==> config.mk <==
export PLATFORM = sky130hd
export DESIGN_NAME = reset_seq_top
export DESIGN_NICKNAME = d
export VERILOG_FILES = /design/src/rtl/rstseq_pkg.sv /design/src/rtl/rstseq_sync.sv /design/src/rtl/rstseq_span.sv /design/src/rtl/rstseq_gen_gate.sv /design/src/rtl/reset_seq_top.sv
export SDC_FILE = /design/constraint.sdc
export NUM_CORES = 1
export LEC_CHECK = 0
export ABC_AREA = 1
export BUFFER_PORTS_ARGS = -buffer_cell sky130_fd_sc_hd__buf_2
export CAP_MARGIN = 20
export CORE_ASPECT_RATIO = 1.25
export CORE_MARGIN = 4
export CORE_UTILIZATION = 54
export DETAILED_ROUTE_END_ITERATION = 7
export MAX_ROUTING_LAYER = met4
export PLACE_DENSITY_LB_ADDON = 0.2
export SYNTH_ARGS = -nofsm -noshare
export SYNTH_HDL_FRONTEND = slang
export SYNTH_SLANG_ARGS = --single-unit
==> constraint.sdc <==
create_clock -name clk -period 2.1 [get_ports clk]
set_clock_uncertainty 0.05 [all_clocks]
set_input_delay 0.105 -clock clk [delete_from_list [all_inputs] [get_ports clk]]
set_output_delay 0.105 -clock clk [all_outputs]
set_load 0.01 [all_outputs]
==> src/rtl/rstseq_pkg.sv <==
package rstseq_pkg;

   localparam int NUM_GEN = 3;

   typedef enum logic [2:0] {
      ST_POR_HOLD  = 3'd0,
      ST_GEN_WAIT0 = 3'd1,
      ST_GEN_WAIT1 = 3'd2,
      ST_GEN_WAIT2 = 3'd3,
      ST_CPU_DELAY = 3'd4,
      ST_RUN       = 3'd5,
      ST_SYS_RESET = 3'd6
   } seq_state_e;

   function automatic int max3(input int a, input int b, input int c);
      int m;
      m = (a > b) ? a : b;
      return (m > c) ? m : c;
   endfunction

endpackage

==> src/rtl/rstseq_sync.sv <==
module rstseq_sync #(
   parameter int STAGES = 2
) (
   input  logic clk,
   input  logic arst_n,
   output logic sync_o
);
   logic [STAGES-1:0] chain_q;

   generate
      if (STAGES < 2) begin : g_bad_stages
         $error("rstseq_sync: STAGES must be at least 2");
      end
   endgenerate

   // Asynchronous assertion, synchronous release of the power-on level
   always_ff @(posedge clk or negedge arst_n) begin
      if (!arst_n) begin
         chain_q <= '0;
      end else begin
         chain_q <= {chain_q[STAGES-2:0], 1'b1};
      end
   end

   assign sync_o = chain_q[STAGES-1];
endmodule

==> src/rtl/rstseq_span.sv <==
module rstseq_span #(
   parameter int W = 8
) (
   input  logic         clk,
   input  logic         arst_n,
   input  logic         clr,
   output logic [W-1:0] cnt_o
);
   generate
      if (W < 1) begin : g_bad_width
         $error("rstseq_span: W must be positive");
      end
   endgenerate

   always_ff @(posedge clk or negedge arst_n) begin
      if (!arst_n) begin
         cnt_o <= '0;
      end else if (clr) begin
         cnt_o <= '0;
      end else begin
         cnt_o <= cnt_o + 1'b1;
      end
   end
endmodule

==> src/rtl/rstseq_gen_gate.sv <==
module rstseq_gen_gate (
   input  logic clk,
   input  logic arst_n,
   input  logic active,
   input  logic lock_i,
   input  logic tmo_hit,
   output logic gen_rst,
   output logic gen_en,
   output logic tmo_flag,
   output logic adv
);
   logic lock_ok;

   // Lock only counts once this generator's reset has actually dropped
   assign lock_ok = lock_i && !gen_rst;
   assign adv     = active && (lock_ok || tmo_hit);

   always_ff @(posedge clk or negedge arst_n) begin
      if (!arst_n) begin
         gen_rst  <= 1'b1;
         gen_en   <= 1'b0;
         tmo_flag <= 1'b0;
      end else if (active) begin
         gen_rst <= 1'b0;
         if (lock_ok || tmo_hit) begin
            gen_en <= 1'b1;
         end
         if (tmo_hit && !lock_ok) begin
            tmo_flag <= 1'b1;
         end
      end
   end
endmodule

==> src/rtl/reset_seq_top.sv <==
module reset_seq_top
   import rstseq_pkg::*;
#(
   parameter int STRAP_W     = 8,
   parameter int SYNC_STAGES = 2,
   parameter int LOCK_TMO    = 4096,
   parameter int CPU_DLY     = 25000,
   parameter int SYS_HOLD    = 16
) (
   input  logic               clk,
   input  logic               por_n_in,
   input  logic               wdt_rst_evt,
   input  logic               sw_rst_req,
   input  logic [STRAP_W-1:0] strap_in,
   input  logic [NUM_GEN-1:0] pll_lock,
   output logic [NUM_GEN-1:0] pll_rst,
   output logic [NUM_GEN-1:0] pll_out_en,
   output logic [NUM_GEN-1:0] lock_tmo,
   output logic [STRAP_W-1:0] strap_q,
   output logic               cpu_rst,
   output logic               bus_rst_n,
   output logic               tmr_clr,
   output logic [2:0]         dbg_state
);
   localparam int SPAN_MAX = max3(LOCK_TMO, CPU_DLY, SYS_HOLD);
   localparam int CNT_W    = $clog2(SPAN_MAX + 1);
   localparam logic [CNT_W-1:0] LOCK_LAST = CNT_W'(LOCK_TMO - 1);
   localparam logic [CNT_W-1:0] DLY_LAST  = CNT_W'(CPU_DLY - 1);
   localparam logic [CNT_W-1:0] HOLD_LAST = CNT_W'(SYS_HOLD - 1);

   generate
      if (STRAP_W < 1) begin : g_bad_strap
         $error("reset_seq_top: STRAP_W must be positive");
      end
      if (LOCK_TMO < 2) begin : g_bad_lock
         $error("reset_seq_top: LOCK_TMO must be at least 2");
      end
      if (CPU_DLY < 1) begin : g_bad_dly
         $error("reset_seq_top: CPU_DLY must be positive");
      end
      if (SYS_HOLD < 1) begin : g_bad_hold
         $error("reset_seq_top: SYS_HOLD must be positive");
      end
   endgenerate

   logic               por_sync;
   seq_state_e         st_q, st_d;
   logic               span_clr;
   logic [CNT_W-1:0]   span_q;
   logic [NUM_GEN-1:0] gen_adv;
   logic               tmo_hit;

   rstseq_sync #(.STAGES(SYNC_STAGES)) u_sync (
      .clk    (clk),
      .arst_n (por_n_in),
      .sync_o (por_sync)
   );

   rstseq_span #(.W(CNT_W)) u_span (
      .clk    (clk),
      .arst_n (por_n_in),
      .clr    (span_clr),
      .cnt_o  (span_q)
   );

   assign tmo_hit = (span_q == LOCK_LAST);

   // One gate per clock generator, each active in its own wait state
   for (genvar k = 0; k < NUM_GEN; k++) begin : g_gen
      localparam seq_state_e GATE_ST = seq_state_e'(3'(k + 1));
      rstseq_gen_gate u_gate (
         .clk      (clk),
         .arst_n   (por_n_in),
         .active   (st_q == GATE_ST),
         .lock_i   (pll_lock[k]),
         .tmo_hit  (tmo_hit),
         .gen_rst  (pll_rst[k]),
         .gen_en   (pll_out_en[k]),
         .tmo_flag (lock_tmo[k]),
         .adv      (gen_adv[k])
      );
   end

   // Strap capture: follows the pins while power-on is held
   always_ff @(posedge clk) begin
      if (!por_sync) begin
         strap_q <= strap_in;
      end
   end

   always_comb begin
      st_d     = st_q;
      span_clr = 1'b0;
      unique case (st_q)
         ST_POR_HOLD:  if (por_sync)   st_d = ST_GEN_WAIT0;
         ST_GEN_WAIT0: if (gen_adv[0]) st_d = ST_GEN_WAIT1;
         ST_GEN_WAIT1: if (gen_adv[1]) st_d = ST_GEN_WAIT2;
         ST_GEN_WAIT2: if (gen_adv[2]) st_d = ST_CPU_DELAY;
         ST_CPU_DELAY: if (span_q == DLY_LAST) st_d = ST_RUN;
         ST_RUN:       if (wdt_rst_evt || sw_rst_req) st_d = ST_SYS_RESET;
         ST_SYS_RESET: begin
            if (wdt_rst_evt) begin
               span_clr = 1'b1;
            end else if (span_q == HOLD_LAST) begin
               st_d = ST_RUN;
            end
         end
         default:      st_d = ST_POR_HOLD;
      endcase
      if (st_d != st_q) begin
         span_clr = 1'b1;
      end
   end

   always_ff @(posedge clk or negedge por_n_in) begin
      if (!por_n_in) begin
         st_q <= ST_POR_HOLD;
      end else begin
         st_q <= st_d;
      end
   end

   // Processor and bus resets: asserted asynchronously, released on the clock
   always_ff @(posedge clk or negedge por_n_in) begin
      if (!por_n_in) begin
         cpu_rst   <= 1'b1;
         bus_rst_n <= 1'b0;
      end else if (st_d == ST_RUN && st_q != ST_RUN) begin
         cpu_rst   <= 1'b0;
         bus_rst_n <= 1'b1;
      end else if (st_d == ST_SYS_RESET && st_q == ST_RUN) begin
         cpu_rst   <= 1'b1;
         bus_rst_n <= 1'b0;
      end
   end

   always_ff @(posedge clk or negedge por_n_in) begin
      if (!por_n_in) begin
         tmr_clr <= 1'b0;
      end else begin
         tmr_clr <= (st_q == ST_POR_HOLD) && por_sync;
      end
   end

   assign dbg_state = st_q;
endmodule

# Word-level counts from Yosys, hierarchy flattened
# Index checks and enable logic that the tools add are counted.
[totals] rom_bits=0 register_bits=40 output_inout_bits=23 input_bits=15 latchBits=0 ram_bits=0 mem_count=0 elab_cells=77
[op_classes] n_reduce_logical=30 bitwise_logic=0 order_cmp=0 muxes=17 n_div=0 n_mul=0 n_addsub=1 eq_ne=13 n_shift=0
[ops] op="3-bit two-way mux" count=8
[ops] op="3-bit case mux with 7 select lines" count=1
[ops] op="15-bit by 1-bit adder with 15-bit output (second input constant)" count=1
[ops] op="15-bit by 12-bit == test with 1-bit output (second input constant)" count=1
[ops] op="15-bit == test (second input constant)" count=1
[ops] op="15-bit by 4-bit == test with 1-bit output (second input constant)" count=1
[ops] op="3-bit == test (second input constant)" count=5
[ops] op="15-bit two-way mux" count=1
[ops] op="1-bit logical AND" count=12
[ops] op="2-bit AND reduction" count=6
[ops] op="1-bit two-way mux" count=7
[ops] op="3-bit by 2-bit == test with 1-bit output (second input constant)" count=2
[ops] op="1-bit logical NOT" count=6
[ops] op="1-bit logical OR" count=4
[ops] op="3-bit by 1-bit == test with 1-bit output (second input constant)" count=1
[ops] op="3-bit logical NOT" count=1
[ops] op="3-bit inequality test" count=1
[ops] op="3-bit inequality test (second input constant)" count=1
[ops] op="2-bit nonzero test" count=1

# Logic depth before layout (Yosys ltp)
# Gate-level depths: netlist of run 1.
[logic_depth] word_depth=10 depth_mapped=14 mapped_depth_nobuf=14

# Hierarchy
# From an unflattened synthesis of run 1, not the netlist that was laid out.
[unflattened] hier_cells=249 area_unflattened_um2=2028.2
[by_module_without_submodules] module="rstseq_span" area_each_um2=800.8 instances=1 cells_per_inst=109 seq_area_each_um2=375.4
[by_module_without_submodules] module="reset_seq_top" area_each_um2=794.5 instances=1 cells_per_inst=92 seq_area_each_um2=391.6
[by_module_without_submodules] module="rstseq_gen_gate" area_each_um2=126.4 instances=3 cells_per_inst=15 seq_area_each_um2=76.3
[by_module_without_submodules] module="rstseq_sync" area_each_um2=53.8 instances=1 cells_per_inst=3 seq_area_each_um2=50.0

# Least setup slack after synthesis of run 1
# No wires, ideal clock.
[synth_path] path_kind="reg2reg" startpoint="register u_span.cnt_o[0]" endpoint="register u_span.cnt_o[11]" synth_period_minus_slack_ns=1.744 path_buffers=1 setup_slack_ns=0.356 required_time_ns=1.928 stages_incl_launch_ff=14 setup_ns=0.122 arrival_time_ns=1.572 path_cell_list="dfrtp_1 -> ha_1 -> nand2_1 -> inv_2 -> nand2_4 -> nor2_1 -> nand2_1 -> nand2_1 -> nand3_2 -> nor2_2 -> nand2_2 -> nand3_4 -> buf_6 -> nor2_2"
[synth_via] elab_chain_len=8 elab_cells_between_ends=20 classes_between="1 x add/sub; 4 x eq/ne; 9 x mux; 6 x reduce/logical"
[synth_rtl] element="start: declaration" line_no="rstseq_span.sv:7" source="output logic [W-1:0] cnt_o"
[synth_rtl] element="start signal: assignment" line_no="rstseq_span.sv:21" source="cnt_o <= cnt_o + 1'b1;"
[synth_rtl] element="15-bit by 12-bit == test with 1-bit output" line_no="reset_seq_top.sv:66" source="assign tmo_hit = (span_q == LOCK_LAST);"
[synth_rtl] element="1-bit logical OR" line_no="rstseq_gen_gate.sv:16" source="assign adv = active && (lock_ok || tmo_hit);"
[synth_rtl] element="1-bit logical AND" line_no="rstseq_gen_gate.sv:16"
[synth_rtl] element="3-bit two-way mux (on tied branches)" line_no="reset_seq_top.sv:98, reset_seq_top.sv:96, reset_seq_top.sv:97"
[synth_rtl] element="3-bit case mux with 7 select lines" line_no="reset_seq_top.sv:94" source="unique case (st_q)"
[synth_rtl] element="3-bit inequality test" line_no="reset_seq_top.sv:110" source="if (st_d != st_q) begin"
[synth_rtl] element="1-bit two-way mux" line_no="reset_seq_top.sv:110"
[synth_rtl] element="15-bit two-way mux *" line_no="rstseq_span.sv:18" source="end else if (clr) begin"
# Every way passes the cells marked *; elsewhere a longest branch is shown, timed or not.
# A chain may end at the register's enable or synchronous reset.

# Worst setup path in the final report of run 1
[layout_path] startpoint="register u_span.cnt_o[0]" endpoint="register u_span.cnt_o[2]"
# Same word-level chain as after synthesis.

==> impl_metrics.tcl, run 1 <==
set metrics [dict create \
    status "finished clean" \
    top_usage_layer "met2" \
    ant_nets 0 \
    cts_tree "yes" \
    io_buffers 37 \
    utilization_pct 66.4 \
    remaining_drc_errors 0 \
    grt_util_all_layers_pct 17.5 \
    fin_nets 271 \
    pre_cts_ws_ns 0.178 \
    first_pass_iters 7 \
    via_per_inst 4.86 \
    worstSetupStartpointType "flip-flop" \
    start_util_pct 56.2 \
    powerDensity_nw_per_um2 936 \
    drive_gt1_share_pct 33.2 \
    coreArea_um2 3480 \
    multi_input_area_um2 716 \
    clk_path_buf_depth 2 \
    holdCritPathClass "input port to flip-flop" \
    grt_pass1_wl_um 5850 \
    cp.arrival_ns 1.99 \
    die_area_um2 4660 \
    drt-wirelength-per-cell_um 12.0 \
    cp-startpoint "u_span.cnt_o[0]$_DFF_PN0_" \
    synthTopCellsByCount "nand2_1 (41), dfrtp_1 (28), inv_1 (26), nor2_1 (23), nor2_2 (10)" \
    gr-total-overflow 0 \
    antenna_found_initial 0 \
    reg2regPathDepth 13 \
    grt_max_degree 33 \
    end_kind "flip-flop" \
    fin_crit_sh_pct 88.6 \
    cts_sinks 40 \
    path_clk_slew_ns 0.08 \
    wl_um 3550 \
    cts_made_buffers 5 \
    die_y_um 75.3 \
    postSynthCellCount 211 \
    ios 38 \
    slew_headroom_pct 54.9 \
    required_ns 2.23 \
    rsz0062_at_grt "no" \
    async_reset_ff_share_pct 80.0 \
    vias 1435 \
    seq_area_um2 1050 \
    finalSetupViolations 0 \
    yosys_warnings 0 \
    slew_violations 0 \
    yosysMostFrequentCell "nand2_1" \
    placementRows 24 \
    grt.met2_usage_pct 29.3 \
    dp_hpwl_um 2610 \
    synth_area_um2 1960 \
    post_cts_resized 0 \
    min_period_ns 1.86 \
    setup.worst_path.end "u_span.cnt_o[2]$_DFF_PN0_" \
    synth_top_area_share_pct 35.8 \
    critPathKind "flip-flop to flip-flop" \
    max_cap_viol_count 0 \
    drtIter0Drc 65 \
    worst_slack_ns 0.240 \
    dieWidth_um 61.9 \
    diodes 0 \
    grt_pass1_vias 1370 \
    fill_cells 284 \
    synth-seq-cells 40 \
    rrSetupSlack_ns 0.24 \
    yosys.cell_types.count 31 \
    setup_tns_ns 0 \
    ys.flop_type "dfrtp_1" \
    cts_htree_levels 2 \
    worstMarginPinSlew_ns 0.676 \
    syn_nets 227 \
    hold_viol 0 \
    gp_congestion 0.922 \
    p_leak_nw 1.20 \
    synth-edff-count 8 \
    synth_area_leader_cell "dfrtp_1" \
    area_growth_pct 18.1 \
    grt_use_met1_pct 20.4 \
    cp_max_fo 15 \
    grtUsageMet3_pct 3.05 \
    ys_top_cells_by_area "dfrtp_1 (36%), edfxtp_1 (12%), nand2_1 (7.9%)" \
    r2r_start "u_span.cnt_o[0]$_DFF_PN0_" \
    ys_seq_area_share_pct 53.4 \
    max_clock_freq_mhz 538 \
    syn_area_per_cell_um2 9.28 \
    cts_root_buffer "clkbuf_8" \
    peakVddDrop_mv 0.913 \
    clk_latency_ns 0.29 \
    r2r_end "u_span.cnt_o[2]$_DFF_PN0_" \
]
how the worst min path moves through the flow:
stage | cells past startpoint | from | endpoint | slack (ns)
after CTS | 5 | pll_lock[0] | g_gen[0].u_gate.gen_en$_DFFE_PN0P_ | 0.11
after floorplan | 0 | por_n_in | bus_rst_n$_DFFE_PN0P_ | -0.24
after global placement | 1 | por_n_in | bus_rst_n$_DFFE_PN0P_ | 0.13
final | 5 | pll_lock[0] | g_gen[0].u_gate.gen_en$_DFFE_PN0P_ | 0.11
after global routing | 4 | pll_lock[0] | g_gen[0].u_gate.tmo_flag$_DFFE_PN0P_ | 0.12
after detailed placement | 1 | por_n_in | bus_rst_n$_DFFE_PN0P_ | 0.14
cells by family (layout without fill, tap and decap cells):
| logic type | Yosys count | after routing | share of synthesized area [%] |
|---|---|---|---|
| buffers and inverters | 41 | 86 | 10.0 |
| other | 1 | 1 | 0.192 |
| AOI/OAI and AO/OA | 12 | 12 | 3.77 |
| and+or+nand+nor | 107 | 107 | 27.9 |
| DFF | 40 | 40 | 53.4 |
| adders and majority gates | 1 | 1 | 0.639 |
| xor gates and xnor gates | 9 | 9 | 4.03 |
layout make-up:
class | instances | area share (%)
Tap cell | 39 | 2.11
Inverter | 30 | 4.87
Sequential cell | 40 | 45.2
Timing Repair Buffer | 48 | 13.1
Clock buffer | 5 | 2.97
Multi-Input combinational cell | 130 | 30.9
Clock inverter | 3 | 0.811
sequential cells by signal (all words and copies together) (netlist names):
name and flops:
strap_q 8, cpu_rst 1, bus_rst_n 1, u_sync.chain_q 2, g_gen.u_gate.gen_rst 3, dbg_state 3, tmr_clr 1, g_gen.u_gate.gen_en 3
u_span.cnt_o 15, g_gen.u_gate.tmo_flag 3
worst max-delay path, stage by stage, from the launching register on:
cell and delay (ns):
dfrtp_1 0.38, ha_1 0.19, nand2_1 0.07, inv_2 0.07
nand2_4 0.07, nor2_1 0.17, nand2_1 0.07, nand2_1 0.07
nand3_2 0.08, nor2_2 0.16, nand2_2 0.08, nand3_4 0.07
buf_12 0.16, nor2_1 0.05
timing repair:
item | in CTS | in global routing
hold buffers | 9 | 0
endpoints found under the setup margin | 0 | 11
setup buffers | 0 | 1
hold endpoints to repair | 36 | 0
cell usage in the layout, fill, tap and decap left out, types with 2 or more instances in the layout:
cell type / count
nand2_2: 6
inv_1: 26
dfstp_2: 4
nand2_4: 3
o21bai_1: 2
inv_2: 4
edfxtp_1: 8
clkinv_2: 2
clkbuf_8: 5
nand2_1: 41
o21ai_0: 4
nor3_1: 4
dlygate4sd3_1: 9
nor2_2: 10
a21oi_1: 3
nand3_1: 9
nand4_1: 2
nor2_4: 4
buf_2: 37
xnor2_1: 2
dfrtp_1: 28
nor2_1: 23
xor2_1: 7
or2_2: 2
per-layer routing:
layer / vias to the layer above / wire [um]
li1: 730 / -
met1: 665 / 1560
met2: 33 / 1780
met3: 7 / 152
met4: 0 / 54
met5: - / 0
power by group:
part	internal, mW	total, mW	switching (mW)
clock	0.231	0.497	0.265
combinational	0.272	0.693	0.421
sequential	0.890	0.975	0.0852
stage by stage:
| stage | cell area (um^2) | cells | total power [mW] | hold slack [ns] |
|---|---|---|---|---|
| after floorplan | 1960 | 211 | 1.45 | -0.241 |
| after global placement | 2120 | 277 | 1.58 | 0.135 |
| after detailed placement | 2120 | 277 | 1.59 | 0.138 |
| after CTS | 2290 | 294 | 2.10 | 0.112 |
| after global routing | 2310 | 295 | 2.29 | 0.117 |
| final | 2310 | 295 | 2.16 | 0.114 |
(Power assumes the default switching activity.)
==> run 2: changes to the inputs <==
--- a/config.mk
+++ b/config.mk
@@ -10,7 +10,7 @@
 export CAP_MARGIN = 20
 export CORE_ASPECT_RATIO = 1.25
 export CORE_MARGIN = 4
-export CORE_UTILIZATION = 54
+export CORE_UTILIZATION = 55
 export DETAILED_ROUTE_END_ITERATION = 7
 export MAX_ROUTING_LAYER = met4
 export PLACE_DENSITY_LB_ADDON = 0.2
==> constraint.sdc (replaced) <==
create_clock -name clk -period 2.4 [get_ports clk]
set_clock_uncertainty 0.05 [all_clocks]
set_input_delay 0.12 -clock clk [delete_from_list [all_inputs] [get_ports clk]]
set_output_delay 0.12 -clock clk [all_outputs]
set_load 0.01 [all_outputs]
==> run 2 against run 1 <==
Total power is 11% lower. Fmax is 3.2% lower. Clock power is 7.6% higher. Hold slack better by 0.020 ns. First-iteration DRC count is 35% lower. Highest routed layer unchanged. Combinational power is 23% lower. Via count stayed put.
==> impl_metrics.tcl, run 2 (synthesis results as in run 1) <==
set metrics [dict create \
    grt_util_all_layers_pct 18.8 \
    mostFrequentLayoutCells "nand2_1 (41), buf_2 (37), dfrtp_1 (28)" \
    cp.arrival_ns 2.09 \
    wl_um 3570 \
    die_area_um2 4580 \
    reg2regPathDepth 11 \
    vias 1435 \
    powerDensity_nw_per_um2 834 \
    dieWidth_um 61.4 \
    first_pass_iters 4 \
    layout_commonest_cell "nand2_1" \
    die_y_um 74.7 \
    ant_nets 0 \
    drive_gt1_share_pct 32.7 \
    slew_violations 0 \
    area_growth_pct 17.8 \
    peakVddDrop_mv 0.698 \
    seq_area_um2 1050 \
    reg_top3 "u_span.cnt_o (15), strap_q (8)" \
    gr-total-overflow 0 \
    clk_path_buf_depth 2 \
    whs_path_depth 4 \
    finalSetupViolations 0 \
    fin_nets 269 \
    cp-startpoint "u_span.cnt_o[0]$_DFF_PN0_" \
    clk_latency_ns 0.29 \
    min_period_ns 1.92 \
    fill_cells 268 \
    via_per_inst 4.93 \
    gp_congestion 0.927 \
    io_buffers 37 \
    cp_max_fo 15 \
    place_inst 274 \
    worst_slack_ns 0.479 \
    remaining_drc_errors 0 \
    grt_pass1_wl_um 6080 \
    largest_register "u_span.cnt_o" \
    antenna_found_initial 0 \
    placementRows 23 \
    fin_crit_sh_pct 80.0 \
    cts_tree "yes" \
    hold_viol 0 \
    pre_cts_ws_ns 0.500 \
    start_util_pct 59.2 \
    cts_made_buffers 5 \
    p_leak_nw 1.19 \
    end_kind "flip-flop" \
    setup_tns_ns 0 \
    holdCritPathClass "input port to flip-flop" \
    slew_headroom_pct 54.3 \
    cts_root_buffer "clkbuf_8" \
    drt-wirelength-per-cell_um 12.3 \
    max_cap_viol_count 0 \
    worstSetupStartpointType "flip-flop" \
    drtIter0Drc 42 \
    cts_sinks 40 \
    cts_htree_levels 2 \
    largest_reg_flops 15 \
    final_cells 291 \
    r2r_start "u_span.cnt_o[0]$_DFF_PN0_" \
    ios 38 \
    setup.worst_path.end "u_span.cnt_o[2]$_DFF_PN0_" \
    required_ns 2.57 \
    status "finished clean" \
    rrSetupSlack_ns 0.48 \
    path_clk_slew_ns 0.07 \
    grt_max_degree 33 \
    r2r_end "u_span.cnt_o[2]$_DFF_PN0_" \
    worstMarginPinSlew_ns 0.685 \
    critPathKind "flip-flop to flip-flop" \
    dp_hpwl_um 2640 \
    max_clock_freq_mhz 521 \
    post_cts_resized 0 \
    multi_input_area_um2 716 \
    grt_pass1_vias 1404 \
    diodes 0 \
    rsz0062_at_grt "no" \
    coreArea_um2 3310 \
]
[run 2: cell types whose count changed in the layout (fill, tap and decap cells not counted), sizes merged]
cell,delta
bufinv,+1
buf,-2
clkinvlp,+1
clkinv,-2
[run 2: power by group]
part           switching [mW]  internal [mW]
clock                   0.228          0.307
sequential             0.0759          0.779
combinational           0.358          0.176
[run 2: per-stage QoR]
stage               hold WS, ns  area [um^2]  utilization, %  total power [mW]
floorplan                -0.226         1960               -              1.27
global placement          0.143         2110            63.6              1.38
detailed placement        0.155         2110            63.6              1.39
CTS                       0.121         2310            69.7              1.94
global route              0.137         2310            69.7              2.06
finish                    0.134         2310            69.7              1.92
[run 2: layout make-up]
| class | count | area share [%] |
|---|---|---|
| clock buffers | 5 | 2.98 |
| clock inverters | 3 | 1.84 |
| inverters | 30 | 4.88 |
| multi-input cells | 130 | 31.0 |
| flip-flops and latches | 40 | 45.3 |
| well taps | 37 | 2.01 |
| repair buffers | 46 | 11.9 |
[run 2: how the worst min path moves through the flow]
stage / start / end / slack [ns]
floorplan: por_n_in / bus_rst_n$_DFFE_PN0P_ / -0.23
global placement: por_n_in / g_gen[2].u_gate.tmo_flag$_DFFE_PN0P_ / 0.14
detailed placement: por_n_in / g_gen[1].u_gate.tmo_flag$_DFFE_PN0P_ / 0.16
CTS: pll_lock[0] / g_gen[0].u_gate.tmo_flag$_DFFE_PN0P_ / 0.12
global route: pll_lock[0] / g_gen[0].u_gate.tmo_flag$_DFFE_PN0P_ / 0.14
finish: pll_lock[0] / g_gen[0].u_gate.tmo_flag$_DFFE_PN0P_ / 0.13
[run 2: worst max-delay path, cell delays in order, from the launching register on]
cell,delay (ns)
dfrtp_1,0.37
ha_1,0.19
nand2_1,0.07
inv_2,0.08
nand2_4,0.07
nor2_1,0.17
nand2_1,0.08
nand2_1,0.07
nand3_2,0.09
o21ai_2,0.18
nand3_4,0.25
nor2_1,0.17
[run 2: routing by layer]
layer	part of all wire [%]	vias to the layer above	global-route usage [%]
li1	-	721	-
met1	42	676	21.7
met2	51	32	31.4
met3	5.7	6	5.15
met4	1.7	0	6.37
met5	0	-	-
[run 2: repair_timing]
action / in CTS / in global routing
setup buffers: 0 / 0
hold buffers: 9 / 0
hold endpoints to repair: 36 / 0
endpoints found under the setup margin: 0 / 0
